**config.mk**
```make
export PLATFORM = sky130hd
export DESIGN_NAME = line_fill_seq
export DESIGN_NICKNAME = d
export VERILOG_FILES = /design/src/rtl/lfs_pkg.sv /design/src/rtl/lfs_addr_map.sv /design/src/rtl/lfs_ctrl.sv /design/src/rtl/lfs_line_buf.sv /design/src/rtl/line_fill_seq.sv
export SDC_FILE = /design/constraint.sdc
export NUM_CORES = 1
export LEC_CHECK = 0
export BUFFER_PORTS_ARGS = -buffer_cell sky130_fd_sc_hd__buf_2
export CAP_MARGIN = 20
export CORE_AREA = 2 2 243 245
export CTS_BUF_LIST = sky130_fd_sc_hd__clkbuf_8
export DETAILED_ROUTE_END_ITERATION = 16
export DIE_AREA = 0 0 245 247
export PLACE_DENSITY_LB_ADDON = 0.15
export SYNTH_ARGS = -nofsm -noshare
export SYNTH_HDL_FRONTEND = slang
export SYNTH_SLANG_ARGS = --single-unit
export TNS_END_PERCENT = 10
```
**constraint.sdc**
```tcl
create_clock -name clk -period 2.8 [get_ports clk]
set_input_delay 0.28 -clock clk [delete_from_list [all_inputs] [get_ports clk]]
set_output_delay 0.28 -clock clk [all_outputs]
set_load 0.005 [all_outputs]
```
**src/rtl/lfs_pkg.sv**
```systemverilog
package lfs_pkg;
  typedef enum logic [1:0] {
    ST_IDLE  = 2'd0,
    ST_ISSUE = 2'd1,
    ST_WAIT  = 2'd2
  } fill_state_e;

  typedef enum logic {
    MAP_BLOCKED = 1'b0,
    MAP_SPREAD  = 1'b1
  } map_mode_e;
endpackage

```
**src/rtl/lfs_addr_map.sv**
```systemverilog
module lfs_addr_map #(
  parameter int CHIPS_LG      = 3,
  parameter int CHIP_BYTES_LG = 20,
  parameter int ROW_BYTES_LG  = 8,
  parameter int LINE_BYTES_LG = 6,
  localparam int ADDR_W = CHIP_BYTES_LG + CHIPS_LG,
  localparam int ROW_W  = CHIP_BYTES_LG - ROW_BYTES_LG,
  localparam int COL_W  = ROW_BYTES_LG
) (
  input  logic [ADDR_W-1:0]   addr,
  input  lfs_pkg::map_mode_e  mode,
  output logic                aligned,
  output logic [CHIPS_LG-1:0] chip,
  output logic [ROW_W-1:0]    row,
  output logic [COL_W-1:0]    col
);
  logic [CHIP_BYTES_LG-1:0] spread_loc;

  always_comb begin
    spread_loc = addr[ADDR_W-1:CHIPS_LG];
    aligned    = (addr[LINE_BYTES_LG-1:0] == '0);
    chip       = addr[ADDR_W-1:CHIP_BYTES_LG];
    if (mode == lfs_pkg::MAP_SPREAD) begin
      row = spread_loc[CHIP_BYTES_LG-1:ROW_BYTES_LG];
      col = spread_loc[ROW_BYTES_LG-1:0];
    end else begin
      row = addr[CHIP_BYTES_LG-1:ROW_BYTES_LG];
      col = addr[ROW_BYTES_LG-1:0];
    end
  end
endmodule

```
**src/rtl/lfs_ctrl.sv**
```systemverilog
module lfs_ctrl #(
  parameter int IDX_W  = 6,
  parameter int ROW_W  = 12,
  parameter int COL_W  = 8,
  parameter int CHIP_W = 3,
  parameter int N_BLK  = 64,
  parameter int N_SPR  = 8
) (
  input  logic               clk,
  input  logic               rst_n,
  input  logic               req_valid,
  input  logic               req_aligned,
  input  lfs_pkg::map_mode_e req_mode,
  input  logic [ROW_W-1:0]   req_row,
  input  logic [COL_W-1:0]   req_col,
  input  logic [CHIP_W-1:0]  req_chip,
  input  logic               cmd_ready,
  input  logic               rd_valid,
  output logic               req_ready,
  output logic               cmd_valid,
  output logic [ROW_W-1:0]   cmd_row,
  output logic [COL_W-1:0]   cmd_col,
  output logic               fill_we,
  output logic [IDX_W-1:0]   fill_idx,
  output lfs_pkg::map_mode_e fill_mode,
  output logic [CHIP_W-1:0]  fill_lane,
  output logic               done,
  output logic               err
);
  import lfs_pkg::*;

  fill_state_e        state_q, state_d;
  logic [IDX_W-1:0]   cnt_q, cnt_d;
  logic [ROW_W-1:0]   row_q;
  logic [COL_W-1:0]   col_q;
  logic [CHIP_W-1:0]  chip_q;
  map_mode_e          mode_q;
  logic               done_q, done_d, err_q, err_d, load, last;

  always_comb begin
    last = (mode_q == MAP_SPREAD) ? (cnt_q == IDX_W'(N_SPR - 1))
                                  : (cnt_q == IDX_W'(N_BLK - 1));
  end

  always_comb begin
    state_d = state_q;
    cnt_d   = cnt_q;
    done_d  = 1'b0;
    err_d   = 1'b0;
    load    = 1'b0;
    case (state_q)
      ST_IDLE: if (req_valid) begin
        if (req_aligned) begin
          state_d = ST_ISSUE;
          cnt_d   = '0;
          load    = 1'b1;
        end else begin
          err_d = 1'b1;
        end
      end
      ST_ISSUE: if (cmd_ready) state_d = ST_WAIT;
      ST_WAIT: if (rd_valid) begin
        if (last) begin
          state_d = ST_IDLE;
          done_d  = 1'b1;
          cnt_d   = '0;
        end else begin
          state_d = ST_ISSUE;
          cnt_d   = cnt_q + 1'b1;
        end
      end
      default: state_d = ST_IDLE;
    endcase
  end

  always_ff @(posedge clk or negedge rst_n) begin
    if (!rst_n) begin
      state_q <= ST_IDLE;
      cnt_q   <= '0;
      done_q  <= 1'b0;
      err_q   <= 1'b0;
      row_q   <= '0;
      col_q   <= '0;
      chip_q  <= '0;
      mode_q  <= MAP_BLOCKED;
    end else begin
      state_q <= state_d;
      cnt_q   <= cnt_d;
      done_q  <= done_d;
      err_q   <= err_d;
      if (load) begin
        row_q  <= req_row;
        col_q  <= req_col;
        chip_q <= req_chip;
        mode_q <= req_mode;
      end
    end
  end

  assign req_ready = (state_q == ST_IDLE);
  assign cmd_valid = (state_q == ST_ISSUE);
  assign cmd_row   = row_q;
  assign cmd_col   = col_q + COL_W'(cnt_q);
  assign fill_we   = (state_q == ST_WAIT) && rd_valid;
  assign fill_idx  = cnt_q;
  assign fill_mode = mode_q;
  assign fill_lane = chip_q;
  assign done      = done_q;
  assign err       = err_q;

  // a stalled command keeps its address
  a_r8_cmd_hold: assert property (@(posedge clk) disable iff (!rst_n)
    cmd_valid && !cmd_ready |=> cmd_valid && $stable(cmd_row) && $stable(cmd_col));

  // after acceptance, no new command until data returns
  a_r8_one_outstanding: assert property (@(posedge clk) disable iff (!rst_n)
    cmd_valid && cmd_ready |=> !cmd_valid);

  // completion is a single-cycle pulse
  a_r9_done_single: assert property (@(posedge clk) disable iff (!rst_n)
    done |=> !done);

  // rejection leaves the block idle
  a_r2_err_quiet: assert property (@(posedge clk) disable iff (!rst_n)
    err |-> req_ready && !cmd_valid && !done);

  // never ready while a command is pending
  a_r10_busy: assert property (@(posedge clk) disable iff (!rst_n)
    cmd_valid |-> !req_ready);

  // the spread-mode index stays below its read count
  a_r6_idx_bound: assert property (@(posedge clk) disable iff (!rst_n)
    !req_ready && fill_mode == MAP_SPREAD |-> fill_idx < IDX_W'(N_SPR));
endmodule

```
**src/rtl/lfs_line_buf.sv**
```systemverilog
module lfs_line_buf #(
  parameter int CHIPS_LG      = 3,
  parameter int LANE_W        = 8,
  parameter int LINE_BYTES_LG = 6,
  localparam int CHIPS      = 1 << CHIPS_LG,
  localparam int LINE_BYTES = 1 << LINE_BYTES_LG,
  localparam int DATA_W     = CHIPS * LANE_W,
  localparam int LINE_W     = LINE_BYTES * LANE_W
) (
  input  logic                     clk,
  input  logic                     rst_n,
  input  logic                     we,
  input  lfs_pkg::map_mode_e       mode,
  input  logic [LINE_BYTES_LG-1:0] idx,
  input  logic [CHIPS_LG-1:0]      lane,
  input  logic [DATA_W-1:0]        rd_data,
  output logic [LINE_W-1:0]        line
);
  logic [LANE_W-1:0] sel_byte;

  always_comb sel_byte = rd_data[lane*LANE_W +: LANE_W];

  for (genvar b = 0; b < LINE_BYTES; b++) begin : g_byte
    logic              hit;
    logic [LANE_W-1:0] din;
    always_comb begin
      if (mode == lfs_pkg::MAP_SPREAD) begin
        hit = (idx == LINE_BYTES_LG'(b / CHIPS));
        din = rd_data[(b % CHIPS)*LANE_W +: LANE_W];
      end else begin
        hit = (idx == LINE_BYTES_LG'(b));
        din = sel_byte;
      end
    end
    always_ff @(posedge clk or negedge rst_n) begin
      if (!rst_n) line[b*LANE_W +: LANE_W] <= '0;
      else if (we && hit) line[b*LANE_W +: LANE_W] <= din;
    end
  end
endmodule

```
**src/rtl/line_fill_seq.sv**
```systemverilog
module line_fill_seq #(
  parameter int CHIPS_LG      = 3,
  parameter int CHIP_BYTES_LG = 20,
  parameter int ROW_BYTES_LG  = 8,
  parameter int LINE_BYTES_LG = 6,
  parameter int LANE_W        = 8,
  localparam int ADDR_W = CHIP_BYTES_LG + CHIPS_LG,
  localparam int ROW_W  = CHIP_BYTES_LG - ROW_BYTES_LG,
  localparam int COL_W  = ROW_BYTES_LG,
  localparam int CHIPS  = 1 << CHIPS_LG,
  localparam int DATA_W = CHIPS * LANE_W,
  localparam int LINE_W = (1 << LINE_BYTES_LG) * LANE_W
) (
  input  logic              clk,
  input  logic              rst_n,
  input  logic              req_valid,
  input  logic [ADDR_W-1:0] req_addr,
  input  logic              req_mode,
  output logic              req_ready,
  output logic              fill_done,
  output logic              fill_err,
  output logic [LINE_W-1:0] fill_line,
  output logic              cmd_valid,
  input  logic              cmd_ready,
  output logic [ROW_W-1:0]  cmd_row,
  output logic [COL_W-1:0]  cmd_col,
  input  logic              rd_valid,
  input  logic [DATA_W-1:0] rd_data
);
  import lfs_pkg::*;

  map_mode_e                mode_in, fill_mode;
  logic                     aligned, fill_we;
  logic [CHIPS_LG-1:0]      map_chip, fill_lane;
  logic [ROW_W-1:0]         map_row;
  logic [COL_W-1:0]         map_col;
  logic [LINE_BYTES_LG-1:0] fill_idx;

  assign mode_in = map_mode_e'(req_mode);

  lfs_addr_map #(
    .CHIPS_LG(CHIPS_LG), .CHIP_BYTES_LG(CHIP_BYTES_LG),
    .ROW_BYTES_LG(ROW_BYTES_LG), .LINE_BYTES_LG(LINE_BYTES_LG)
  ) u_map (
    .addr(req_addr), .mode(mode_in), .aligned(aligned),
    .chip(map_chip), .row(map_row), .col(map_col)
  );

  lfs_ctrl #(
    .IDX_W(LINE_BYTES_LG), .ROW_W(ROW_W), .COL_W(COL_W), .CHIP_W(CHIPS_LG),
    .N_BLK(1 << LINE_BYTES_LG), .N_SPR((1 << LINE_BYTES_LG) / CHIPS)
  ) u_ctrl (
    .clk(clk), .rst_n(rst_n), .req_valid(req_valid), .req_aligned(aligned),
    .req_mode(mode_in), .req_row(map_row), .req_col(map_col), .req_chip(map_chip),
    .cmd_ready(cmd_ready), .rd_valid(rd_valid), .req_ready(req_ready),
    .cmd_valid(cmd_valid), .cmd_row(cmd_row), .cmd_col(cmd_col),
    .fill_we(fill_we), .fill_idx(fill_idx), .fill_mode(fill_mode),
    .fill_lane(fill_lane), .done(fill_done), .err(fill_err)
  );

  lfs_line_buf #(
    .CHIPS_LG(CHIPS_LG), .LANE_W(LANE_W), .LINE_BYTES_LG(LINE_BYTES_LG)
  ) u_buf (
    .clk(clk), .rst_n(rst_n), .we(fill_we), .mode(fill_mode), .idx(fill_idx),
    .lane(fill_lane), .rd_data(rd_data), .line(fill_line)
  );
endmodule

```
-- After elaboration in Yosys (flattened, before gate mapping)
Index checks and enable logic that the tools add are counted.
- bits in registers: 546
- input port bits: 93
- output and inout port bits: 536
- logic and storage cells: 308
- add/subtract/negate cells: 2
- eq/ne operators: 69
- shift operators: 1
- muxes and demuxes: 93
- reduce and logical (&&, ||, !) cells: 71
- operator list (cell ; count):
    6-bit equality test (second input constant) ; 32
    6-bit by 5-bit equality test with 1-bit output (second input constant) ; 16
    1-bit two-way mux ; 73
    8-bit two-way mux ; 9
    1-bit logical AND ; 65
    64-bit by 7-bit variable part select with 8-bit output ; 1
    6-bit by 4-bit equality test with 1-bit output (second input constant) ; 8
    6-bit by 3-bit equality test with 1-bit output (second input constant) ; 4
    6-bit two-way mux ; 4
    6-bit by 2-bit equality test with 1-bit output (second input constant) ; 2
    6-bit zero test ; 2
    12-bit two-way mux ; 1
    6-bit case mux with 2 select lines ; 1
    8-bit by 6-bit adder with 8-bit output ; 1
    2-bit two-way mux ; 4
    4-bit AND reduction ; 2
    6-bit by 1-bit adder with 6-bit output (second input constant) ; 1
    6-bit by 1-bit equality test with 1-bit output (second input constant) ; 1
    2-bit case mux with 3 select lines ; 1
    2-bit by 1-bit inequality test with 1-bit output (second input constant) ; 2
    2-bit inequality test (second input constant) ; 2
    2-bit by 1-bit equality test with 1-bit output (second input constant) ; 1
    2-bit equality test (second input constant) ; 1
    2-bit zero test ; 1
    2-bit nonzero test ; 1

-- Longest topological paths before layout
- depth in word-level cells: 5
- mapped depth: 8
- mapped depth without buffers: 7

-- Cells and area by module
From an unflattened synthesis, not the netlist that was laid out.
- cells, all modules: 1858
- area, all modules: 23631.4 um^2
- by module, submodules not included (module ; times used ; cells an instance ; area an instance (um^2) ; seq. area each (um^2)):
    lfs_line_buf ; 1 ; 1692 ; 21684.5 ; 12812.3
    lfs_ctrl ; 1 ; 139 ; 1667.8 ; 850.8
    lfs_addr_map ; 1 ; 27 ; 279.0 ; 0.0

-- Worst setup path after synthesis
No wires, ideal clock.
- path kind: register -> register
- from: register u_ctrl.cnt_q[1], in the netlist u_ctrl.fill_idx[1]
- to: register u_buf.line[128]
- setup time: 0.125 ns
- arrival time: 2.060 ns
- data required time: 2.675 ns
- path slack: 0.616 ns
- cell stages (with the launch flop): 9
- buffers on the path: 2
- clock period less this slack: 2.184 ns
- path through: dfrtp_1 -> inv_1 -> ha_1 -> buf_2 -> or3b_2 -> nor2_1 -> o21a_1 -> buf_2 -> mux2_2
- longest elaborated chain between the ends: 3
- elaborated cells on any way between the ends: 4
- classes of those cells: 2 x eq/ne; 1 x mux; 1 x reduce/logical
- RTL lines (what ; line ; text):
    start, declared ; lfs_ctrl.sv:33 ; logic [IDX_W-1:0] cnt_q, cnt_d;
    start signal, assigned ; lfs_ctrl.sv:88 ; cnt_q <= cnt_d;
    6-bit by 5-bit equality test with 1-bit output or 6-bit by 2-bit equality test with 1-bit output (tied branches) ; lfs_line_buf.sv:31, lfs_line_buf.sv:28 ;
    1-bit two-way mux (*) ; lfs_line_buf.sv:27 ; if (mode == lfs_pkg::MAP_SPREAD) begin
    1-bit logical AND (*) ; lfs_line_buf.sv:37 ; else if (we && hit) line[b*LANE_W +: LANE_W] <= din;
    end signal, assigned by index ; lfs_line_buf.sv:37 ;
    end, declared ; lfs_line_buf.sv:17 ; output logic [LINE_W-1:0] line
Every way passes the cells marked *; elsewhere a longest branch is shown, timed or not.
A chain may end at the register's enable or synchronous reset.

-- Worst setup path after layout
- from: register u_ctrl.chip_q[0], in the netlist u_ctrl.fill_lane[0]
- to: register u_buf.line[109]
- longest elaborated chain between the ends: 2
- RTL lines (what ; line ; text):
    start, declared ; lfs_ctrl.sv:36 ; logic [CHIP_W-1:0] chip_q;
    start signal, assigned ; lfs_ctrl.sv:94 ; chip_q <= req_chip;
    64-bit by 7-bit variable part select with 8-bit output ; lfs_line_buf.sv:21 ; always_comb sel_byte = rd_data[lane*LANE_W +: LANE_W];
    8-bit two-way mux ; lfs_line_buf.sv:27 ;
No other way between the ends.

==> metrics.yaml <==
status:
  run_status: "complete, no violations"
sta:
  fin_tns_setup_ps: 0
  hold_ws_ps: 28.8
  setup_viol: 0
  layout_setup_ws_ps: 95.2
  fmax_mhz: 370
  slew_violations: 0
  layout_worst_path_cycle_share_pct: 96.6
  period_minus_slack_ps: 2700
  hold_viol: 0
  slew_headroom_pct: 31.8
  tightestPinTransition_ps: 1010
  clock_skew_ps: 30.6
clock_tree:
  h-tree-depth: 3
  insertion_delay_ps: 710
  clock-sinks: 546
  cts_root_buf: "clkbuf_8"
  path_clk_slew_ps: 70
  cts_made_buffers: 93
  clockBufferDepth: 3
  cts_tree: "built"
setup_path:
  cp-start-kind: "flop"
  worstReg2RegStart: "u_ctrl.fill_lane[0]"
  cp_max_fo: 19
  path_class: "reg -> reg"
  required_ps: 3440
  endpoint_kind: "flop"
  critPathLaunch: "u_ctrl.fill_lane[0]"
  critical_path_arrival_ps: 3340
route:
  routedWlPerCell_um: 27.0
  firstDrtPassIters: 6
  viasPerCell: 5.49
  num_vias: 19400
  drc: 0
  drtIter0Drc: 1591
  ant_nets: 0
  wl_um: 95100
logic_synthesis:
  synth_xor_area_share_pct: 0.299
  synth_adder_area_share_pct: 0.620
  synth_flop_cell: "dfrtp_1"
  syn_inst: 1825
  synth-seq-cells: 546
  synthesis.area_um2: 23400
  synth_edf_count: 0
  yosys.area_share.simple_pct: 8.65
  synth-compound-area-share_pct: 10.1
  async_flop_share_pct: 100
  syn_nets: 1929
  synth_top_family_by_area: "multiplexers"
  ys_warn_count: 0
  synthMuxAreaShare_pct: 19.4
  yosysUniqueCellTypes: 75
  synth_area_per_cell_um2: 12.8
  seq_area_frac_synth_pct: 58.4
cells_and_area:
  final_common_cell: "buf_2"
  final_nets: 2784
  final_cell_mix: "627 x buf_2, 539 x dfrtp_1, 343 x mux2_2"
  utilization_pct: 53.4
  area_growth_pct: 32.9
  drive_gt1_share_pct: 49.3
placement:
  dp_slack_ps: -2.13
  gp_congestion: 0.898
  io_buffer_count: 628
  place_hpwl_um: 72600
global_routing:
  antenna_found_initial: 11
  gr-total-overflow: 0
  grt_start_max_net_pins: 107
  grt_usage_pct: 31.1
  grt_pass1_vias: 19500
  grt_pass1_wl_um: 137000
floorplanning:
  core_um2: 58200
  dieArea_um2: 60500
  die_w_um: 245
  initial_core_util_pct: 40.2
  ios: 629
  placementRows: 89
  die_h_um: 247
pwr:
  p_leak_nw: 16.7
  p_total_mw: 19.8
  powerDensity_nw_per_um2: 638
  vdd_ir_drop_max_uv: 396
worst_hold_path:
  worstHoldPathType: "in -> reg"
  hold_start: "rd_data[17]"
job:
  maxCapViolations: 0
-- registers in the layout, summed over array words and instances (netlist names) --
| name | flops |
|---|---|
| u_ctrl.done | 1 |
| u_ctrl.fill_idx | 6 |
| u_ctrl.cmd_row | 12 |
| u_buf.line | 512 |
| u_ctrl.col_q | 8 |
| u_ctrl.err | 1 |
| u_ctrl.state_q | 2 |
| u_ctrl.fill_lane | 3 |
| u_ctrl.fill_mode | 1 |
-- worst paths after layout --
check                             endpoint  slack, ps  cells after the start
setup / recovery           u_buf.line[109]        100                      6
hold / removal             u_buf.line[145]         30                      3
setup reg to reg           u_buf.line[109]        100                      6
hold reg to reg            u_buf.line[162]        490                      1
max in group asynchronous  u_buf.line[428]       1590                      3
min in group asynchronous  u_buf.line[448]        170                      2
-- critical path, cell delays in order, from the launching register on --
cell	delay (ps)
dfrtp_2	500
buf_12	200
mux2i_1	140
a221o_1	630
buf_4	280
o21ai_1	580
mux2_2	290
-- cell usage after synthesis, drive strengths merged (2+ instances only) --
cell type | number | share of area (%)
nand3b | 16 | 0.55
xnor2 | 5 | 0.19
a2111oi | 12 | 1.3
dfrtp | 546 | 58
a211oi | 6 | 0.33
and3 | 12 | 0.32
nor2b | 6 | 0.16
nor3b | 3 | 0.096
nand4 | 3 | 0.080
nand2 | 100 | 1.6
or3b | 7 | 0.26
or4b | 2 | 0.10
a21oi | 12 | 0.37
or3 | 2 | 0.053
ha | 10 | 0.53
nand3 | 13 | 0.28
inv | 11 | 0.18
a221o | 8 | 0.35
mux2i | 34 | 1.5
clkbuf | 19 | 0.32
or2 | 10 | 0.27
xor2 | 3 | 0.11
and3b | 2 | 0.075
mux2 | 357 | 17
buf | 81 | 2.1
nor4b | 2 | 0.10
o21a | 7 | 0.22
o21ai | 116 | 2.8
mux4 | 8 | 0.77
nand2b | 6 | 0.16
a31oi | 162 | 4.4
nor4 | 5 | 0.34
o211ai | 2 | 0.064
and2b | 7 | 0.23
nor2 | 191 | 3.1
nor3 | 16 | 0.41
and2 | 5 | 0.13
nand4b | 7 | 0.26
-- logic make-up (layout without fill, tap and decap cells) --
family                   after synthesis  count (layout)
AO/OA/AOI/OAI                        333             333
XOR/XNOR                               8               8
flip-flops                           546             546
AND/OR/NAND/NOR                      417             417
multiplexers                         399             399
other                                  0               8
adder cells (fa/ha/maj)               11              11
buffers and inverters                111            1032
-- report_power, final --
| group | internal [mW] | switching (mW) |
|---|---|---|
| registers | 8.15 | 0.184 |
| logic | 1.27 | 2.72 |
| clock network | 4.10 | 3.41 |
-- metrics by stage --
step	cells	instance area, um^2
2_1_floorplan	1825	23400
5_1_grt	3526	31100
3_5_place_dp	3275	28200
4_1_cts	3519	31000
6_report	3527	31100
3_3_place_gp	3273	28200
-- layer usage --
metal  GRT usage [%]  wire length [um]
met1            40.3             38600
met2            50.4             45200
met3            8.99              8820
met4            9.68              2470
met5               0                32
-- layout make-up --
type	count	area, um^2
timing repair buffer	860	5220
antenna	8	20.0
sequential	546	13700
multi-input combinational	1168	9230
clock buffer	115	1580
tap	773	967
fill	5157	27100
clock inverter	46	358
inverter	11	41.3
-- what timing repair did --
action,4_1_cts,5_1_grt
cloned,0,0
hold endpoints to repair,195,0
buffers inserted,4,0
gates resized for setup,16,4
endpoints found under the setup margin,7,2
hold buffers,79,0
pin swaps,5,3
Power figures use the tool's default switching activity.
